[src/rtl/qst_pkg.sv]
`timescale 1ns/1ps
package qst_pkg;
   typedef enum logic [1:0] {
      QS_IDLE = 2'd0,
      QS_LO   = 2'd1,
      QS_HI   = 2'd2
   } qs_state_t;
endpackage

[src/rtl/qst_addr.sv]
`timescale 1ns/1ps
// Effective address: optional base plus scaled, sign-extended displacement.
module qst_addr #(
   parameter int ADDR_W  = 64,
   parameter int DISP_W  = 14,
   parameter int SCALE_B = 2
) (
   input  logic [ADDR_W-1:0] base,
   input  logic              base_zero,
   input  logic [DISP_W-1:0] disp,
   output logic [ADDR_W-1:0] ea
);
   localparam int EXT_W = ADDR_W - DISP_W - SCALE_B;

   logic [ADDR_W-1:0] offset;
   logic [ADDR_W-1:0] base_eff;

   generate
      if (EXT_W < 1) begin : g_bad_width
         $error("qst_addr: displacement plus scale must be narrower than the address");
      end else begin : g_ext
         assign offset = {{EXT_W{disp[DISP_W-1]}}, disp, {SCALE_B{1'b0}}};
      end
   endgenerate

   assign base_eff = base_zero ? '0 : base;
   assign ea       = base_eff + offset;
endmodule

[src/rtl/qst_swap.sv]
`timescale 1ns/1ps
// Byte-order reversal of one word, selected by a control input.
module qst_swap #(
   parameter int DATA_W = 64
) (
   input  logic              rev,
   input  logic [DATA_W-1:0] din,
   output logic [DATA_W-1:0] dout
);
   localparam int NBYTES = DATA_W / 8;

   logic [DATA_W-1:0] flipped;

   generate
      if (DATA_W % 8 != 0) begin : g_bad_width
         $error("qst_swap: data width must be a whole number of bytes");
      end
      for (genvar i = 0; i < NBYTES; i++) begin : g_byte
         assign flipped[8*i +: 8] = din[8*(NBYTES-1-i) +: 8];
      end
   endgenerate

   assign dout = rev ? flipped : din;
endmodule

[src/rtl/qst_pack.sv]
`timescale 1ns/1ps
// Arranges the register pair into low/high address doublewords per endian mode.
module qst_pack #(
   parameter int DATA_W = 64
) (
   input  logic              le_mode,
   input  logic [DATA_W-1:0] even_reg,
   input  logic [DATA_W-1:0] odd_reg,
   output logic [DATA_W-1:0] lo_word,
   output logic [DATA_W-1:0] hi_word
);
   logic [DATA_W-1:0] lo_src;
   logic [DATA_W-1:0] hi_src;

   // Little-endian swaps which register lands at the lower address.
   assign lo_src = le_mode ? odd_reg  : even_reg;
   assign hi_src = le_mode ? even_reg : odd_reg;

   qst_swap #(.DATA_W(DATA_W)) u_swap_lo (
      .rev  (le_mode),
      .din  (lo_src),
      .dout (lo_word)
   );

   qst_swap #(.DATA_W(DATA_W)) u_swap_hi (
      .rev  (le_mode),
      .din  (hi_src),
      .dout (hi_word)
   );
endmodule

[src/rtl/qst_ctrl.sv]
`timescale 1ns/1ps
// Two-beat write sequencer with completion pulse.
module qst_ctrl
   import qst_pkg::*;
#(
   parameter int ADDR_W = 64,
   parameter int DATA_W = 64
) (
   input  logic              clk,
   input  logic              rst_n,
   input  logic              cmd_valid,
   output logic              cmd_ready,
   input  logic [ADDR_W-1:0] ea_in,
   input  logic [DATA_W-1:0] lo_in,
   input  logic [DATA_W-1:0] hi_in,
   output logic              wr_valid,
   input  logic              wr_ready,
   output logic [ADDR_W-1:0] wr_addr,
   output logic [DATA_W-1:0] wr_data,
   output logic              done
);
   localparam int STEP = DATA_W / 8;

   qs_state_t         state_q;
   logic [ADDR_W-1:0] ea_q;
   logic [DATA_W-1:0] lo_q;
   logic [DATA_W-1:0] hi_q;
   logic              done_q;

   always_ff @(posedge clk or negedge rst_n) begin
      if (!rst_n) begin
         state_q <= QS_IDLE;
         ea_q    <= '0;
         lo_q    <= '0;
         hi_q    <= '0;
         done_q  <= 1'b0;
      end else begin
         done_q <= 1'b0;
         case (state_q)
            QS_IDLE: if (cmd_valid) begin
               ea_q    <= ea_in;
               lo_q    <= lo_in;
               hi_q    <= hi_in;
               state_q <= QS_LO;
            end
            QS_LO: if (wr_ready) state_q <= QS_HI;
            QS_HI: if (wr_ready) begin
               state_q <= QS_IDLE;
               done_q  <= 1'b1;
            end
            default: state_q <= QS_IDLE;
         endcase
      end
   end

   assign cmd_ready = (state_q == QS_IDLE);
   assign wr_valid  = (state_q == QS_LO) || (state_q == QS_HI);
   assign wr_addr   = (state_q == QS_HI) ? ea_q + ADDR_W'(STEP) : ea_q;
   assign wr_data   = (state_q == QS_HI) ? hi_q : lo_q;
   assign done      = done_q;

   // a stalled request holds address and data.
   p_hold_r6: assert property (@(posedge clk) disable iff (!rst_n)
      wr_valid && !wr_ready |=> wr_valid && $stable(wr_addr) && $stable(wr_data));

   // the beat after an accepted one is eight bytes higher.
   p_step_r5: assert property (@(posedge clk) disable iff (!rst_n)
      $past(wr_valid && wr_ready) && wr_valid |-> wr_addr == $past(wr_addr) + ADDR_W'(STEP));

   // no command taken while writes are outstanding.
   p_busy_r7: assert property (@(posedge clk) disable iff (!rst_n)
      wr_valid |-> !cmd_ready);

   // completion follows an accepted write and lasts one cycle.
   p_done_cause_r8: assert property (@(posedge clk) disable iff (!rst_n)
      done |-> $past(wr_valid && wr_ready) && !wr_valid);
   p_done_pulse_r8: assert property (@(posedge clk) disable iff (!rst_n)
      done |=> !done);
endmodule

[src/rtl/qstore_seq.sv]
`timescale 1ns/1ps
module qstore_seq #(
   parameter int ADDR_W = 64,
   parameter int DATA_W = 64,
   parameter int DISP_W = 14
) (
   input  logic              clk,
   input  logic              rst_n,
   input  logic              cmd_valid,
   output logic              cmd_ready,
   input  logic [ADDR_W-1:0] cmd_base,
   input  logic              cmd_ra_zero,
   input  logic [DISP_W-1:0] cmd_disp,
   input  logic              cmd_le,
   input  logic [DATA_W-1:0] cmd_even,
   input  logic [DATA_W-1:0] cmd_odd,
   output logic              wr_valid,
   input  logic              wr_ready,
   output logic [ADDR_W-1:0] wr_addr,
   output logic [DATA_W-1:0] wr_data,
   output logic              done
);
   localparam int SCALE_B = 2;

   logic [ADDR_W-1:0] ea;
   logic [DATA_W-1:0] lo_word;
   logic [DATA_W-1:0] hi_word;

   qst_addr #(.ADDR_W(ADDR_W), .DISP_W(DISP_W), .SCALE_B(SCALE_B)) u_addr (
      .base      (cmd_base),
      .base_zero (cmd_ra_zero),
      .disp      (cmd_disp),
      .ea        (ea)
   );

   qst_pack #(.DATA_W(DATA_W)) u_pack (
      .le_mode  (cmd_le),
      .even_reg (cmd_even),
      .odd_reg  (cmd_odd),
      .lo_word  (lo_word),
      .hi_word  (hi_word)
   );

   qst_ctrl #(.ADDR_W(ADDR_W), .DATA_W(DATA_W)) u_ctrl (
      .clk       (clk),
      .rst_n     (rst_n),
      .cmd_valid (cmd_valid),
      .cmd_ready (cmd_ready),
      .ea_in     (ea),
      .lo_in     (lo_word),
      .hi_in     (hi_word),
      .wr_valid  (wr_valid),
      .wr_ready  (wr_ready),
      .wr_addr   (wr_addr),
      .wr_data   (wr_data),
      .done      (done)
   );
endmodule

[config.mk]
export PLATFORM = sky130hd
export DESIGN_NAME = qstore_seq
export DESIGN_NICKNAME = d
export VERILOG_FILES = /design/src/rtl/qst_pkg.sv /design/src/rtl/qst_addr.sv /design/src/rtl/qst_swap.sv /design/src/rtl/qst_pack.sv /design/src/rtl/qst_ctrl.sv /design/src/rtl/qstore_seq.sv
export SDC_FILE = /design/constraint.sdc
export NUM_CORES = 1
export LEC_CHECK = 0
export BUFFER_PORTS_ARGS = -buffer_cell sky130_fd_sc_hd__buf_2
export CORE_MARGIN = 3
export CORE_UTILIZATION = 46
export DETAILED_ROUTE_END_ITERATION = 10
export GPL_TIMING_DRIVEN = 0
export PLACE_DENSITY = 0.66
export RECOVER_POWER = 50
export SLEW_MARGIN = 20
export SYNTH_ARGS = -nofsm -noshare
export SYNTH_HDL_FRONTEND = slang
export SYNTH_HIERARCHICAL = 1
export SYNTH_SLANG_ARGS = --single-unit
[constraint.sdc]
create_clock -name clk -period 6 [get_ports clk]
set_input_delay 0.6 -clock clk [delete_from_list [all_inputs] [get_ports clk]]
set_output_delay 0.6 -clock clk [all_outputs]
set_load 0.005 [all_outputs]
==> run metrics <==
CP peak stage delay=0.48 ns; Fin Clk Skew=0.0105 ns; via-per-instance ratio=5.59; data required time of the worst path=6.33 ns; DRC viols=0; arrival time worst endpoint=5.01 ns; Die H=200 µm; max_cap viols=2; post-synthesis adder-cell area fraction=4.81%; sequential share of the synthesized area=28.2%; antenna violations before repair=2; status=finished, violations left; commonest non-fill, non-tap cell in the layout=mux2_2; routed vias=14000; Mapped Avg Cell Area=10.7 µm²; routed len/inst=21.2 µm; dpl cells=2469; fin util=54.8%; Rel. slew slack=-50.5%; Post-Synthesis Cells=1623; area of the multi-input gates=0.0116 mm²; layout filler cell count=3297; critical path type=input pin to flip-flop; worst min path class=input pin to flip-flop; Yosys top cell area share=28.2%; Power Total=0.00717 W; CP endpoint kind=flip-flop; # rows=70; most frequent cells in the layout=mux2_2 (393), buf_2 (334), dfrtp_1 (195); Pleak=9.17 nW; Final ANT Viol Nets=0; RD Place Congestion=0.898; Fin. Hold Viols=0; IO Port Bufs=340; clock latency on the worst-skew pair=0.45 ns; CP Max Fanout=10; Post-synth EDFFs=0; fmax=214 MHz; Mapped Area=0.0173 mm²; critical path's top delay family=compound AO/OA/AOI/OAI gates; layout cells sized above 1=47.0%; Final Cycle Share=77.9%; RR Startpoint=u_ctrl/state_q[0]$_DFFE_PN0P_; TritonCTS buffer count=17; CTS tree=built; slowest library cell on the worst path=o21ai_1; starting density of the core=47.0%; number of top-level pins=343; main combinational cell family by area after synthesis=multiplexers; worst path bufs/invs=3; Synth Area in Compound Gates=8.53%; total die area=0.0400 mm²; DRT iter0 DRCs=691; Post-Synth Simple-Gate Area=11.8%; final setup fails=0; Cell Chain, Critical Path=clkbuf_1 -> clkbuf_1 -> nor2b_1 -> ha_1 -> inv_1 -> fa_1 -> nor2b_1 -> o31ai_1 -> a21o_2 -> a211o_2 -> a21oi_1 -> nor2_1 -> o21ai_1 -> a31oi_1 -> xnor2_1 -> mux2_2; post_cts resized=0; cell taking the most area after synthesis=dfrtp_1; Root Buffer=clkbuf_16; worst IR drop on VDD=0.215 mV; gr ovfl total=0; Synth Flop Type=dfrtp_1; PD cells=355 mW/mm²; Post-synth ARST share=100%; Seq. cell area=0.00488 mm²; fin cells=2502; multiplexer share of the synthesized area=36.0%; Post-Layout Inst Area=0.0202 mm²; ranking of synthesized cells by area=dfrtp_1 (28%), mux2_2 (26%), mux2_4 (10%); syn_nets=1901; YS warnings=6; final WL=53000 µm; RSZ-0062 raised after global routing=false; cts hold-fix bufs=0; Worst-Margin Slew=2.26 ns; global-route wire length before repair=80500 µm; XOR/XNOR Fraction of Synth Area=5.97%; largest net degree at the start of global routing=88; core area=0.0369 mm²; crit path launch type=input pin; post-CTS setup repair buffer count=0; Cell variety after synth=71; Longest Clk Path Bufs=2; CTS clk-pin slew, worst paths=0.07 ns; HPWL Detailed=41500 µm; die width=200 µm; final worst path period need=4.67 ns; layout overhead on the synthesized area=16.8%; Final Max Tran Viols=123; 1st-pass router iterations=5; Post-DP Area=0.0197 mm²; deepest level of the CTS H-tree=4; failing checks=capacitance limit, slew limit; vias in the first global route=14500; CP startpoint=cmd_ra_zero; GRT Overall Usage=25.9%; setup TNS=0 ns; nets@finish=2262; Hold Startpoint=wr_ready; Synth Register Bits=195; CTS Sinks=195
[cells by family (layout without fill, tap and decap cells)]
group,Yosys count,count (layout)
mux,513,513
simple gates,376,376
compound gates,232,232
flops,195,195
buf+inv,123,497
xor+xnor,118,118
fa+ha+maj,66,66
other cells,0,1
[per-stage QoR]
stage / worst slack, ns / hold WS [ns]
after floorplan: 2.39 / 0.304
after global placement: 0.953 / 0.482
after detailed placement: 0.899 / 0.488
after CTS: 1.36 / 0.0102
after global routing: 1.13 / 0.475
final: 1.33 / 0.450
[sequential cells by signal, indices dropped and copies added, names as in the netlist]
name,flops
u_ctrl/done,1
u_ctrl/ea_q,64
u_ctrl/hi_q,64
u_ctrl/lo_q,64
u_ctrl/state_q,2
[Yosys cell counts (all sizes together) (4+ instances only)]
master and instances:
a21o 32, a31oi 8, and3 14, mux2 513, nor2 60, xor2 40
o31ai 6, nand3 31, a21boi 6, o21ai 41, or2 4, nor2b 72
nor4 14, a21oi 90, or3 4, and2 8, nand4 46, and4 8
inv 30, ha 65, clkbuf 65, nand2b 8, xnor2 78, buf 28
nor3 18, dfrtp 195, o21a 6, o211ai 4, o21bai 18, nand2 81
[worst paths after layout]
kind | end | slack (ns) | cells past startpoint
worst max-delay path | u_ctrl/ea_q[60]$_DFFE_PN0P_ | 1.33 | 16
worst min-delay path | u_ctrl/done$_DFF_PN0_ | 0.45 | 2
worst max register to register | u_ctrl/lo_q[57]$_DFFE_PN0P_ | 3.23 | 6
worst min register to register | u_ctrl/hi_q[52]$_DFFE_PN0P_ | 0.50 | 1
max in group asynchronous | u_ctrl/ea_q[11]$_DFFE_PN0P_ | 2.17 | 2
min in group asynchronous | u_ctrl/hi_q[54]$_DFFE_PN0P_ | 0.71 | 1
[worst reg2reg max path: cells and delay by family (launching register included)]
| kind | cells | cell delay [ns] |
|---|---|---|
| simple gates | 1 | 0.16 |
| flops | 1 | 0.38 |
| mux | 1 | 0.44 |
| buf+inv | 3 | 1.44 |
| fa+ha+maj | 1 | 0.25 |
[power by group]
group	total (W)	switching (W)	internal [W]
clock	0.00111	0.000556	0.000549
combinational	0.00356	0.00166	0.00190
sequential	0.00250	0.000511	0.00199
[routing by layer]
layer,vias to the layer above,global-route usage [%],routed length [µm]
met5,-,0,14
met4,2,9.56,1760
met3,83,4.85,3080
met2,408,42.8,24600
met1,6867,34.1,23500
li1,6638,-,-
[final cells by class]
type | count | area share, %
antenna | 1 | 0.0124
buffer | 93 | 3.51
clock buffer | 19 | 2.19
clock inverter | 13 | 0.501
inverter | 30 | 0.557
multi-input combinational | 1305 | 57.4
sequential | 195 | 24.1
tap | 504 | 3.12
timing repair buffer | 342 | 8.53
Note: power is estimated with default switching activity, not from simulation.
